$ cat config.mk
export PLATFORM = sky130hd
export DESIGN_NAME = irq_flag_unit
export DESIGN_NICKNAME = d
export VERILOG_FILES = /design/src/rtl/irq_flag_pkg.sv /design/src/rtl/irq_sync.sv /design/src/rtl/irq_evt_detect.sv /design/src/rtl/irq_flag_reg.sv /design/src/rtl/irq_flag_unit.sv
export SDC_FILE = /design/constraint.sdc
export NUM_CORES = 1
export LEC_CHECK = 0
export CAP_MARGIN = 20
export CORE_ASPECT_RATIO = 2
export CORE_MARGIN = 2
export CORE_UTILIZATION = 51
export DETAILED_ROUTE_END_ITERATION = 10
export DONT_BUFFER_PORTS = 1
export GPL_TIMING_DRIVEN = 0
export PLACE_DENSITY = 0.66
export SYNTH_ARGS = -nofsm -noshare
export SYNTH_HDL_FRONTEND = slang
export SYNTH_SLANG_ARGS = --single-unit
$ cat constraint.sdc
create_clock -name clk_i -period 1.55 [get_ports clk_i]
set_clock_uncertainty 0.1 [all_clocks]
set_input_delay 0.31 -clock clk_i [delete_from_list [all_inputs] [get_ports clk_i]]
set_output_delay 0.31 -clock clk_i [all_outputs]
set_load 0.01 [all_outputs]
$ cat src/rtl/irq_flag_pkg.sv
package irq_flag_pkg;
  localparam int unsigned FLAG_W = 8;

  localparam int unsigned B_MAIN = 0;
  localparam int unsigned B_PORT = 1;
  localparam int unsigned B_EXT  = 2;
  localparam int unsigned B_TA   = 3;
  localparam int unsigned B_TB   = 4;
  localparam int unsigned B_TC   = 5;
  localparam int unsigned B_PWH  = 6;
  localparam int unsigned B_PWL  = 7;

  localparam int unsigned WEN_PORT = 0;
  localparam int unsigned WEN_CMP  = 1;
  localparam int unsigned WEN_W    = 2;

  typedef enum logic [1:0] {
    A_FLAG = 2'd0,
    A_MASK = 2'd1,
    A_WAKE = 2'd2,
    A_NONE = 2'd3
  } reg_addr_e;
endpackage

$ cat src/rtl/irq_sync.sv
module irq_sync #(
  parameter int unsigned W      = 1,
  parameter int unsigned STAGES = 2
) (
  input  logic         clk_i,
  input  logic         rst_ni,
  input  logic [W-1:0] d_i,
  output logic [W-1:0] q_o
);
  logic [W-1:0] stg_q [STAGES];

  always_ff @(posedge clk_i or negedge rst_ni) begin
    if (!rst_ni) begin
      for (int k = 0; k < int'(STAGES); k++) stg_q[k] <= '0;
    end else begin
      stg_q[0] <= d_i;
      for (int k = 1; k < int'(STAGES); k++) stg_q[k] <= stg_q[k-1];
    end
  end

  assign q_o = stg_q[STAGES-1];
endmodule

$ cat src/rtl/irq_evt_detect.sv
module irq_evt_detect #(
  parameter int unsigned PORT_W = 8,
  parameter int unsigned ARM_W  = 3
) (
  input  logic              clk_i,
  input  logic              rst_ni,
  input  logic              ext_s_i,
  input  logic [PORT_W-1:0] port_s_i,
  output logic              fall_o,
  output logic              chg_o
);
  // arm_q fills once the synchronizer and the compare registers hold real samples
  logic [ARM_W-1:0]  arm_q;
  logic              ext_prev_q;
  logic [PORT_W-1:0] port_prev_q;
  logic              armed;

  always_ff @(posedge clk_i or negedge rst_ni) begin
    if (!rst_ni) begin
      arm_q       <= '0;
      ext_prev_q  <= 1'b0;
      port_prev_q <= '0;
    end else begin
      arm_q       <= {arm_q[ARM_W-2:0], 1'b1};
      ext_prev_q  <= ext_s_i;
      port_prev_q <= port_s_i;
    end
  end

  assign armed  = arm_q[ARM_W-1];
  assign fall_o = armed & ext_prev_q & ~ext_s_i;
  assign chg_o  = armed & (port_prev_q != port_s_i);
endmodule

$ cat src/rtl/irq_flag_reg.sv
module irq_flag_reg #(
  parameter int unsigned W = 8
) (
  input  logic         clk_i,
  input  logic         rst_ni,
  input  logic [W-1:0] set_i,
  input  logic         clr_en_i,
  input  logic [W-1:0] keep_i,
  output logic [W-1:0] flags_o
);
  logic [W-1:0] flags_q;
  logic [W-1:0] flags_d;

  // a set event overrides a same-cycle clear
  always_comb begin
    flags_d = flags_q;
    if (clr_en_i) flags_d = flags_q & keep_i;
    flags_d = flags_d | set_i;
  end

  always_ff @(posedge clk_i or negedge rst_ni) begin
    if (!rst_ni) flags_q <= '0;
    else         flags_q <= flags_d;
  end

  assign flags_o = flags_q;

  a_r3_no_sw_set: assert property (@(posedge clk_i) disable iff (!rst_ni)
    1'b1 |=> ((flags_q & ~$past(flags_q) & ~$past(set_i)) == '0));

  a_r3_clear_on_zero: assert property (@(posedge clk_i) disable iff (!rst_ni)
    clr_en_i |=> ((flags_q & ~$past(keep_i) & ~$past(set_i)) == '0));

  a_r4_set_wins: assert property (@(posedge clk_i) disable iff (!rst_ni)
    (|set_i) |=> ((flags_q & $past(set_i)) == $past(set_i)));
endmodule

$ cat src/rtl/irq_flag_unit.sv
module irq_flag_unit
  import irq_flag_pkg::*;
#(
  parameter int unsigned PORT_W      = 8,
  parameter int unsigned SYNC_STAGES = 2
) (
  input  logic              clk_i,
  input  logic              rst_ni,
  input  logic              wr_en_i,
  input  logic [1:0]        addr_i,
  input  logic [7:0]        wdata_i,
  output logic [7:0]        rdata_o,
  input  logic              ext_int_i,
  input  logic [PORT_W-1:0] port_i,
  input  logic              tmr_ovf_i,
  input  logic [2:0]        aux_ovf_i,
  input  logic              pwt_hi_unf_i,
  input  logic              pwt_lo_unf_i,
  input  logic              cmp_evt_i,
  output logic              irq_o,
  output logic              wake_o
);
  localparam int unsigned SYNC_W = PORT_W + 1;
  localparam int unsigned ARM_W  = SYNC_STAGES + 1;

  reg_addr_e           addr;
  logic [SYNC_W-1:0]   sync_q;
  logic                fall;
  logic                chg;
  logic [FLAG_W-1:0]   set_vec;
  logic [FLAG_W-1:0]   flag_q;
  logic [FLAG_W-1:0]   mask_q;
  logic [WEN_W-1:0]    wen_q;
  logic [FLAG_W-1:0]   pend;

  assign addr = reg_addr_e'(addr_i);

  irq_sync #(.W(SYNC_W), .STAGES(SYNC_STAGES)) u_sync (
    .clk_i  (clk_i),
    .rst_ni (rst_ni),
    .d_i    ({ext_int_i, port_i}),
    .q_o    (sync_q)
  );

  irq_evt_detect #(.PORT_W(PORT_W), .ARM_W(ARM_W)) u_detect (
    .clk_i    (clk_i),
    .rst_ni   (rst_ni),
    .ext_s_i  (sync_q[SYNC_W-1]),
    .port_s_i (sync_q[PORT_W-1:0]),
    .fall_o   (fall),
    .chg_o    (chg)
  );

  always_comb begin
    set_vec         = '0;
    set_vec[B_MAIN] = tmr_ovf_i;
    set_vec[B_PORT] = chg;
    set_vec[B_EXT]  = fall;
    set_vec[B_TA]   = aux_ovf_i[0];
    set_vec[B_TB]   = aux_ovf_i[1];
    set_vec[B_TC]   = aux_ovf_i[2];
    set_vec[B_PWH]  = pwt_hi_unf_i;
    set_vec[B_PWL]  = pwt_lo_unf_i;
  end

  irq_flag_reg #(.W(FLAG_W)) u_flags (
    .clk_i    (clk_i),
    .rst_ni   (rst_ni),
    .set_i    (set_vec),
    .clr_en_i (wr_en_i && addr == A_FLAG),
    .keep_i   (wdata_i),
    .flags_o  (flag_q)
  );

  always_ff @(posedge clk_i or negedge rst_ni) begin
    if (!rst_ni) begin
      mask_q <= '0;
      wen_q  <= '0;
    end else if (wr_en_i) begin
      if (addr == A_MASK) mask_q <= wdata_i;
      if (addr == A_WAKE) wen_q  <= wdata_i[WEN_W-1:0];
    end
  end

  assign pend = flag_q & mask_q;

  always_comb begin
    unique case (addr)
      A_FLAG:  rdata_o = pend;
      A_MASK:  rdata_o = mask_q;
      A_WAKE:  rdata_o = {{(8-WEN_W){1'b0}}, wen_q};
      default: rdata_o = '0;
    endcase
  end

  assign irq_o  = |pend;
  assign wake_o = (wen_q[WEN_PORT] & flag_q[B_PORT]) | (wen_q[WEN_CMP] & cmp_evt_i);

  a_r6_fall_sets_ext: assert property (@(posedge clk_i) disable iff (!rst_ni)
    fall |=> flag_q[B_EXT]);

  a_r7_change_sets_port: assert property (@(posedge clk_i) disable iff (!rst_ni)
    chg |=> flag_q[B_PORT]);

  a_r9_wake_needs_enable: assert property (@(posedge clk_i) disable iff (!rst_ni)
    wake_o |-> (|wen_q));

  a_r2_no_mask_write_no_change: assert property (@(posedge clk_i) disable iff (!rst_ni)
    !(wr_en_i && addr == A_MASK) |=> $stable(mask_q));
endmodule

==> metrics.md <==
| Metric | Value |
|---|---|
| Status | completed |
| Setup crit start kind | register |
| Ys Warns | 0 |
| Avg Inst Size Synth | between 10 and 15 um^2 |
| Layout area overhead | 18.8% |
| Max rail drop VDD | between 800 and 900 uV |
| Port buffer count | 0 |
| Mapped Nets | 147 |
| Dpl ws | roughly 130 ps |
| First-pass GRT wire length | roughly 4500 um |
| Total vias in the final route | between 900 and 1000 |
| CTS H-tree depth | 2 |
| Pin count of the biggest net entering global routing | 49 |
| Number of synthesized flops with an enable pin | 0 |
| Main flop type after synthesis | dfrtp_1 |
| Max Cap Viol | 0 |
| Final period utilization | just under 100% |
| Critical Path Fanout Max | 3 |
| Unique masters post-synth | 19 |
| Antenna Nets Post-Route | 0 |
| Worst EP required | roughly 1100 ps |
| Int Power | 1.98 mW |
| DP Area | between 1500 and 2000 um^2 |
| Final setup viols | 0 |
| Final Max Slew Viols | 0 |
| Flop pwr share | 54.9% |
| DR WL/cell | between 15 and 20 um |
| Top-Level Pins | 39 |
| DR iter-0 viols | 5 |
| Layout cells sized above 1 | between 20 and 30% |
| Sw Share | around 23% |
| Gate power share | 10.1% |
| Switch Pwr | 0.598 mW |
| CTS root buf | clkbuf_8 |
| # diodes | 0 |
| Post-Syn Instances | roughly 120 |
| # DRC | 0 |
| Layout Nets | 166 |
| Post-route cell area | between 2000 and 2500 um^2 |
| Die X | roughly 45 um |
| Starting Density | between 50% and 60% |
| Clock Pin Slew Worst Setup and Hold Paths | around 90 ps |
| FMAX | 0.650 GHz |
| Mapped Area | 1730 um^2 |
| Leakage | 0.859 nW |
| Sequential share of the synthesized area | 69.4% |
| All-Layer GR Usage | around 16% |
| Total wire length | 2760 um |
| Row cnt | 30 |
| CTS sink cnt | 48 |
| Critical path type | register to output port |
| Crit. End Element | output port |
| DRT Pass-1 Iters | 3 |
| Clk Latency, worst-skew pair | 300 ps |
| GRT overflow | 0 |
| TritonCTS clock tree | built |
| Worst setup margin | between 10 and 15 ps |
| Clk network pwr share | 35.0% |
| HP Class | input port to register |
| RSZ-0062 raised after global routing | yes |
| Vias in the first global route | a little over 1000 |
| RD Place Congestion | ~0.66 |
| CTS buffer count | 5 |
| CTS max path bufs | 2 |
| Pwr dens | approximately 1300 nW/um^2 |
| Yosys reg bits | 48 |
| Worst Path Arrival | approximately 1100 ps |
| Final hold violation count | 0 |
| Core area | ~3300 um^2 |
| DIE AREA | about 4000 um^2 |
| Vias/cell | ~5.6 |
| Period minus WS final | roughly 1500 ps |
| Initial antenna violation count | 0 |
| Die height | 86.4 um |
| Synth async-reset ratio | 100% |
[placed cells by master, fill, tap and decap left out, drive strengths merged]
cell / count
buf: 5
nand2b: 6
or3b: 1
a22o: 1
nand4: 3
bufinv: 1
nor2: 6
dfrtp: 48
o21ai: 14
inv: 1
conb: 1
mux2: 10
nor3b: 6
dlygate4sd3: 10
a22oi: 4
xnor2: 8
clkinvlp: 1
clkbuf: 5
nor2b: 1
nand3b: 1
nand2: 5
[synthesized netlist by cell type (2+ instances only)]
cell type,n,area share (%)
a22oi_1,4,1.7
buf_6,2,1.3
dfrtp_1,48,69
mux2_2,10,6.5
nand2_1,5,1.1
nand2b_1,6,2.2
nand4_1,3,1.1
nor2_1,6,1.3
nor3b_1,6,2.6
o21ai_0,5,1.4
o21ai_2,8,4.0
xnor2_1,8,4.0
[metal layers]
| layer | wire (um) | global-route usage (%) | up-vias | share of wire (%) |
|---|---|---|---|---|
| met5 | 0 | 0 | - | 0 |
| met1 | 1100 | 19.2 | 468 | 40 |
| met2 | 1430 | 25.3 | 30 | 52 |
| li1 | - | - | 442 | - |
| met3 | 166 | 4.17 | 6 | 6.0 |
| met4 | 66 | 9.63 | 0 | 2.4 |
[flip-flops by register name (all words and copies together), names as in the netlist]
signal                count
u_flags.flags_o           8
u_sync.q_o                9
u_sync.stg_q              9
u_detect.port_prev_q      8
u_detect.ext_prev_q       1
wen_q                     2
mask_q                    8
u_detect.arm_q            3
[final timing paths]
check,from,endpoint,slack [ps],cells after the start
setup / recovery,u_flags.flags_o[1],irq_o,10,2
hold / removal,aux_ovf_i[0],u_flags.flags_o[3],10,1
setup reg to reg,u_sync.q_o[4],u_flags.flags_o[1],450,4
hold reg to reg,u_detect.arm_q[1],u_detect.arm_q[2],250,0
max in group asynchronous,rst_ni,u_sync.q_o[6],730,2
min in group asynchronous,rst_ni,u_sync.stg_q[13],410,2
[power groups by stage]
stage	clock network, mW	registers (mW)	logic [mW]
CTS	0.937	1.41	0.219
global route	0.976	1.43	0.286
global placement	0	1.43	0.192
detailed placement	0	1.44	0.195
floorplan	0	1.42	0.171
finish	0.902	1.42	0.259
[area by class of cell]
| cell class | instances | area, um^2 |
|---|---|---|
| Tap cell | 32 | 40.0 |
| Fill cell | 273 | 1250 |
| Sequential cell | 48 | 1200 |
| Clock buffer | 5 | 68.8 |
| Buffer | 3 | 27.5 |
| Multi-Input combinational cell | 67 | 538 |
| Clock inverter | 3 | 46.3 |
| Timing Repair Buffer | 12 | 135 |
[what timing repair did]
action / 4_1_cts / 5_1_grt
gates resized for setup: 2 / 6
pin swaps: 1 / 1
setup buffers: 1 / 0
endpoints found under the setup margin: 4 / 6
hold buffers: 9 / 2
endpoints found under the hold margin: 57 / 48
[through the flow]
| step | util, % | total power [mW] | hold slack, ps | instances | setup TNS [ps] |
|---|---|---|---|---|---|
| 3_3_place_gp | 53.6 | 1.63 | -84.2 | 150 | 0 |
| 3_5_place_dp | 53.6 | 1.63 | -84.2 | 150 | 0 |
| 4_1_cts | 60.2 | 2.57 | -419 | 168 | -6.29 |
| 6_report | 62.3 | 2.58 | 12.3 | 170 | 0 |
| 5_1_grt | 62.3 | 2.69 | 10.5 | 170 | -46.2 |
| 2_1_floorplan | - | 1.59 | -85.6 | 118 | 0 |
[cells by family (layout without fill, tap and decap cells)]
group	Yosys count	in the layout	synth area share (%)
simple gates	29	29	10.3
mux	10	10	6.50
flops	48	48	69.4
other cells	1	1	0.217
buf+inv	3	23	1.59
compound gates	19	19	8.02
xor+xnor	8	8	4.05
[critical path, cell delays in order (launching register included)]
cell and delay (ps):
dfrtp_1 410, a22oi_1 220, nand4_1 200
Note: power is estimated with default switching activity, not from simulation.
